`src/rtl/dsl_pkg.sv`:
```
package dsl_pkg;
  localparam int unsigned DSL_NORM_BITS  = 16;
  localparam int unsigned DSL_ALARM_BITS = 17;
  localparam int unsigned DSL_CNT_BITS   = 5;
  localparam int unsigned DSL_SYNC_STAGES = 2;

  typedef enum logic {
    RANGE_NORMAL = 1'b0,
    RANGE_ALARM  = 1'b1
  } dsl_range_e;
endpackage

```
`src/rtl/dsl_sync.sv`:
```
module dsl_sync #(
  parameter int unsigned STAGES = 2
) (
  input  logic clk,
  input  logic rst_n,
  input  logic pin_i,
  output logic lvl_o,
  output logic rise_o
);
  // pipe[STAGES-1] is the synchronized level, pipe[STAGES] its previous value
  logic [STAGES:0] pipe_q;
  logic [STAGES:0] pipe_d;

  always_comb begin
    pipe_d[0] = pin_i;
    for (int i = 1; i <= STAGES; i++) pipe_d[i] = pipe_q[i-1];
  end

  always_ff @(posedge clk or negedge rst_n) begin
    if (!rst_n) pipe_q <= '0;
    else        pipe_q <= pipe_d;
  end

  assign lvl_o  = pipe_q[STAGES-1];
  assign rise_o = pipe_q[STAGES-1] & ~pipe_q[STAGES];

  // a detected rising edge never lasts two cycles
  a_r6_single_rise: assert property (@(posedge clk) disable iff (!rst_n)
    rise_o |=> !rise_o);
endmodule

```
`src/rtl/dsl_shift.sv`:
```
module dsl_shift #(
  parameter int unsigned ALARM_BITS = 17,
  parameter int unsigned CNT_BITS   = 5
) (
  input  logic                  clk,
  input  logic                  rst_n,
  input  logic                  shift_en_i,
  input  logic                  bit_i,
  input  logic                  clr_cnt_i,
  output logic [ALARM_BITS-1:0] sr_o,
  output logic [CNT_BITS-1:0]   cnt_o
);
  logic [ALARM_BITS-1:0] sr_q, sr_d;
  logic [CNT_BITS-1:0]   cnt_q, cnt_d;

  always_comb begin
    sr_d  = sr_q;
    cnt_d = cnt_q;
    if (shift_en_i) begin
      sr_d  = {sr_q[ALARM_BITS-2:0], bit_i};
      cnt_d = cnt_q + 1'b1;            // wraps modulo 2**CNT_BITS
    end
    if (clr_cnt_i) cnt_d = '0;
  end

  always_ff @(posedge clk or negedge rst_n) begin
    if (!rst_n) begin
      sr_q  <= '0;
      cnt_q <= '0;
    end else begin
      if (shift_en_i) sr_q <= sr_d;
      if (shift_en_i || clr_cnt_i) cnt_q <= cnt_d;
    end
  end

  assign sr_o  = sr_q;
  assign cnt_o = cnt_q;

  // the edge count restarts after every load strobe
  a_r4_cnt_clear: assert property (@(posedge clk) disable iff (!rst_n)
    clr_cnt_i |=> (cnt_q == '0));
  // with no serial edge the shift register holds
  a_r7_sr_hold: assert property (@(posedge clk) disable iff (!rst_n)
    !shift_en_i |=> $stable(sr_q));
endmodule

```
`src/rtl/dsl_latch.sv`:
```
module dsl_latch
  import dsl_pkg::*;
#(
  parameter int unsigned NORM_BITS  = 16,
  parameter int unsigned ALARM_BITS = 17,
  parameter int unsigned CNT_BITS   = 5
) (
  input  logic                  clk,
  input  logic                  rst_n,
  input  logic                  load_i,
  input  logic [ALARM_BITS-1:0] sr_i,
  input  logic [CNT_BITS-1:0]   cnt_i,
  output logic [ALARM_BITS-1:0] code_o,
  output logic                  alarm_o,
  output logic                  upd_o
);
  localparam int unsigned PAD_BITS = ALARM_BITS - NORM_BITS;
  localparam logic [CNT_BITS-1:0] NORM_LIMIT = CNT_BITS'(NORM_BITS);

  logic [ALARM_BITS-1:0] code_q, code_d;
  dsl_range_e            rng_q, rng_d;
  logic                  upd_q, upd_d;

  always_comb begin
    code_d = code_q;
    rng_d  = rng_q;
    upd_d  = 1'b0;
    if (load_i) begin
      upd_d = 1'b1;
      if (cnt_i > NORM_LIMIT) begin
        rng_d  = RANGE_ALARM;
        code_d = sr_i;
      end else begin
        rng_d  = RANGE_NORMAL;
        code_d = {{PAD_BITS{1'b0}}, sr_i[NORM_BITS-1:0]};
      end
    end
  end

  always_ff @(posedge clk or negedge rst_n) begin
    if (!rst_n) begin
      code_q <= '0;
      rng_q  <= RANGE_NORMAL;
      upd_q  <= 1'b0;
    end else begin
      upd_q <= upd_d;
      if (load_i) begin
        code_q <= code_d;
        rng_q  <= rng_d;
      end
    end
  end

  assign code_o  = code_q;
  assign alarm_o = (rng_q == RANGE_ALARM);
  assign upd_o   = upd_q;

  // update strobe is one cycle wide
  a_r6_upd_pulse: assert property (@(posedge clk) disable iff (!rst_n)
    upd_q |=> !upd_q);
  // the code only moves in a cycle flagged by the update strobe
  a_r7_code_hold: assert property (@(posedge clk) disable iff (!rst_n)
    !upd_q |-> ($stable(code_q) && $stable(rng_q)));
  // a normal-range word has its extra high bits at zero
  a_r2_norm_pad: assert property (@(posedge clk) disable iff (!rst_n)
    (rng_q == RANGE_NORMAL) |-> (code_q[ALARM_BITS-1:NORM_BITS] == '0));
endmodule

```
`src/rtl/dac_serial_loader.sv`:
```
module dac_serial_loader
  import dsl_pkg::*;
#(
  parameter int unsigned NORM_BITS   = DSL_NORM_BITS,
  parameter int unsigned ALARM_BITS  = DSL_ALARM_BITS,
  parameter int unsigned CNT_BITS    = DSL_CNT_BITS,
  parameter int unsigned SYNC_STAGES = DSL_SYNC_STAGES
) (
  input  logic                  clk,
  input  logic                  rst_n,
  input  logic                  ser_clk_i,
  input  logic                  ser_dat_i,
  input  logic                  ser_ld_i,
  output logic [ALARM_BITS-1:0] code_o,
  output logic                  alarm_o,
  output logic                  upd_o
);
  localparam int unsigned N_PINS = 3;
  localparam int unsigned P_DAT = 0;
  localparam int unsigned P_CLK = 1;
  localparam int unsigned P_LD  = 2;

  logic [N_PINS-1:0] pin_w, lvl_w, rise_w;
  logic [ALARM_BITS-1:0] sr_w;
  logic [CNT_BITS-1:0]   cnt_w;

  assign pin_w = {ser_ld_i, ser_clk_i, ser_dat_i};

  for (genvar g = 0; g < N_PINS; g++) begin : g_sync
    dsl_sync #(.STAGES(SYNC_STAGES)) u_sync (
      .clk    (clk),
      .rst_n  (rst_n),
      .pin_i  (pin_w[g]),
      .lvl_o  (lvl_w[g]),
      .rise_o (rise_w[g])
    );
  end

  dsl_shift #(.ALARM_BITS(ALARM_BITS), .CNT_BITS(CNT_BITS)) u_shift (
    .clk        (clk),
    .rst_n      (rst_n),
    .shift_en_i (rise_w[P_CLK]),
    .bit_i      (lvl_w[P_DAT]),
    .clr_cnt_i  (rise_w[P_LD]),
    .sr_o       (sr_w),
    .cnt_o      (cnt_w)
  );

  dsl_latch #(.NORM_BITS(NORM_BITS), .ALARM_BITS(ALARM_BITS), .CNT_BITS(CNT_BITS)) u_latch (
    .clk     (clk),
    .rst_n   (rst_n),
    .load_i  (rise_w[P_LD]),
    .sr_i    (sr_w),
    .cnt_i   (cnt_w),
    .code_o  (code_o),
    .alarm_o (alarm_o),
    .upd_o   (upd_o)
  );

  // alarm range is only reported together with a word that was latched
  a_r3_alarm_on_load: assert property (@(posedge clk) disable iff (!rst_n)
    $rose(alarm_o) |-> upd_o);
endmodule

```
`config.mk`:
```
export PLATFORM = sky130hd
export DESIGN_NAME = dac_serial_loader
export DESIGN_NICKNAME = d
export VERILOG_FILES = /design/src/rtl/dsl_pkg.sv /design/src/rtl/dsl_sync.sv /design/src/rtl/dsl_shift.sv /design/src/rtl/dsl_latch.sv /design/src/rtl/dac_serial_loader.sv
export SDC_FILE = /design/constraint.sdc
export NUM_CORES = 1
export LEC_CHECK = 0
export ABC_AREA = 1
export BUFFER_PORTS_ARGS = -buffer_cell sky130_fd_sc_hd__buf_2
export CORE_AREA = 2 2 101 83
export DETAILED_ROUTE_END_ITERATION = 12
export DIE_AREA = 0 0 103 85
export PLACE_DENSITY = 0.43
export SKIP_CTS_REPAIR_TIMING = 1
export SYNTH_ARGS = -nofsm -noshare
export SYNTH_HDL_FRONTEND = slang
export SYNTH_HIERARCHICAL = 1
export SYNTH_SLANG_ARGS = --single-unit
```
`constraint.sdc`:
```
create_clock -name clk -period 1.15 [get_ports clk]
set_input_delay 0.1725 -clock clk [delete_from_list [all_inputs] [get_ports clk]]
set_output_delay 0.1725 -clock clk [all_outputs]
set_load 0.05 [all_outputs]
```
==> impl_results.md <==
- Outcome: finished, final reports clean
- HPWL after DPL: 2150 um
- P_int: about 0.0027 W
- Startpoint types: flop
- Clock Tree Buf Depth: 2
- Crit end category: primary output
- Slowest stage delay, CP: roughly 0.37 ns
- Clock sink count: 49
- Slew HR: between 80% and 90%
- Unrepaired setup endpoints after global routing: true
- Comb pwr share: approximately a fifth
- ANT cells: 0
- Per-cell routed wire length: roughly 10 um
- P&R area growth vs syn: 23.2%
- Insertion delay to the later sink of the worst-skew pair: roughly 0.29 ns
- Cell Area, Synth: 1860 sq um
- Cell family with most CP delay: flip-flops
- Critical path destination: code_o[12]
- FF-to-FF setup slack: 0.09 ns
- Clock Skew: about 0.0062 ns
- Fmax: 0.910 GHz
- Slew @ Worst Pin: about 0.26 ns
- Psw: around 0.0013 W
- Post-Route WL: approximately 3400 um
- RD Place Congestion: approximately 0.7
- Sequential share of power: roughly 52%
- Crit-path max FO: 2
- Mean Syn Cell Area: 9.86 sq um
- CP Launch Point: u_latch/code_o[12]
- Nets: roughly 230
- Critical R2R Launch: g_sync[1].u_sync/pipe_q[1]
- Die area: between 8000 and 9000 sq um
- Clock share of power: a little over a quarter
- Sw Share: 32.7%
- CTS Root Cell: clkbuf_8
- Gr usage total: 8.64%
- Post-Layout Inst Area: ~2300 sq um
- Cell row count: 29
- HP Class: reg2reg
- Chip height: roughly 85 um
- Slowest CP cell: dfrtp_1
- VDD IR max: 579 uV
- Period utilization: 95.6%
- Minimum clock period: 1.10 ns
- Num CTS Buffers: 5
- Crit path required time: slightly below 1 ns
- Number of global-route vias before repair: ~1300
- Vias post-DR: approximately 1300
- Clk slew on worst S/H paths: about 0.09 ns
- Final hold slack: 0.353 ns
- First-pass GRT wire length: about 5900 um
- Critical path data arrival time: roughly 0.93 ns
- Critical setup path kind: reg2out
- Worst R2R Path Depth: 5
- Placed Area: 2100 sq um
- Grt total ovfl: 0
- Power Density: roughly 1800 nW/um^2
- P_leak: 1.20 nW
- Initial Utilization: between 20% and 30%
- WP buf/inv: 1
- Ys Warns: 6
- I/O pins: 24
- Mapped Nets: a little under 200
- CP cell instances: buf_2
- CTS tree: yes
- Commonest non-fill, non-tap cell in the layout: nand2_1
- Final hold vios: 0
- Core area: 7760 sq um
- DRT iter0 DRCs: 52
- Max cap viols: 0
- I/O Buffers: 23
- Fillcell total: between 800 and 900
- Largest net degree at the start of global routing: 50
- DRC Markers: 0
- DR pass1 iterations: 4
- Chip Width: between 100 and 150 um
- Synth Instances: 189
- Most frequent cells in the layout: 80 x nand2_1, 49 x dfrtp_1, 23 x buf_2
- Pins Over Slew Limit: 0
- Htree depth: 2
- Fraction of layout cells with a size suffix above 1: 23.3%
- Via density: about 3.8
- WP depth: 1
- ANT nets after route: 0
- R2r endpoint: u_shift/sr_o[3]
- Initial antenna violation count: 0
- Final setup viols: 0
- Setup TNS: 0 ns
==> through the flow <==
| stage | cells | setup slack (ns) | utilization [%] | power, W |
|---|---|---|---|---|
| 6_report | 335 | 0.0508 | 29.6 | 0.00406 |
| 5_1_grt | 335 | -0.0167 | 29.6 | 0.00432 |
| 4_1_cts | 327 | 0.0285 | 28.4 | 0.00410 |
| 3_5_place_dp | 319 | 0.0515 | 27.1 | 0.00298 |
| 3_3_place_gp | 319 | 0.0714 | 27.1 | 0.00297 |
| 2_1_floorplan | 189 | 0.120 | - | 0.00275 |
==> routing by layer <==
layer  up-vias  GRT usage (%)  wire length (um)
met5         -              0                 0
met4         0           2.51                35
met3         5           2.80               162
met2        26           12.7              1400
met1       595           12.2              1760
li1        658              -                 -
==> cell type report <==
type                       instances  area (sq um)  share of cell area, %
multi-input combinational        120           517                   22.5
tap                              108           135                   5.88
inverter                          14          62.6                   2.72
clock buffer                       7          96.3                   4.19
timing repair buffer              36           255                   11.1
clock inverter                     1          5.00                  0.218
sequential                        49          1230                   53.4
==> power groups by stage <==
stage	logic [W]	clock network (W)	registers [W]
after floorplan	0.000263	0	0.00248
after global placement	0.000837	0	0.00214
after detailed placement	0.000842	0	0.00213
after CTS	0.000844	0.00116	0.00210
after global routing	0.000952	0.00123	0.00214
final	0.000863	0.00110	0.00210
==> flip-flops by register name, indices dropped and copies added, names as in the netlist <==
| signal | flops |
|---|---|
| u_latch/code_o | 17 |
| u_shift/sr_o | 17 |
| g_sync.u_sync/pipe_q | 8 |
| u_shift/cnt_o | 5 |
| u_latch/alarm_o | 1 |
| u_latch/upd_o | 1 |
==> worst min-delay path by stage <==
stage | from | endpoint | slack (ns) | depth (start not counted)
4_1_cts | rst_n | g_sync[2].u_sync/pipe_q[0] | -0.14 | 2
2_1_floorplan | rst_n | g_sync[0].u_sync/pipe_q[0] | -0.12 | 0
3_3_place_gp | rst_n | g_sync[2].u_sync/pipe_q[0] | 0.19 | 2
6_report | g_sync[2].u_sync/pipe_q[0] | g_sync[2].u_sync/pipe_q[1] | 0.35 | 0
5_1_grt | g_sync[0].u_sync/pipe_q[0] | g_sync[0].u_sync/pipe_q[1] | 0.37 | 0
3_5_place_dp | rst_n | g_sync[2].u_sync/pipe_q[0] | 0.19 | 2
No activity file was read; power rests on OpenSTA's default activity.
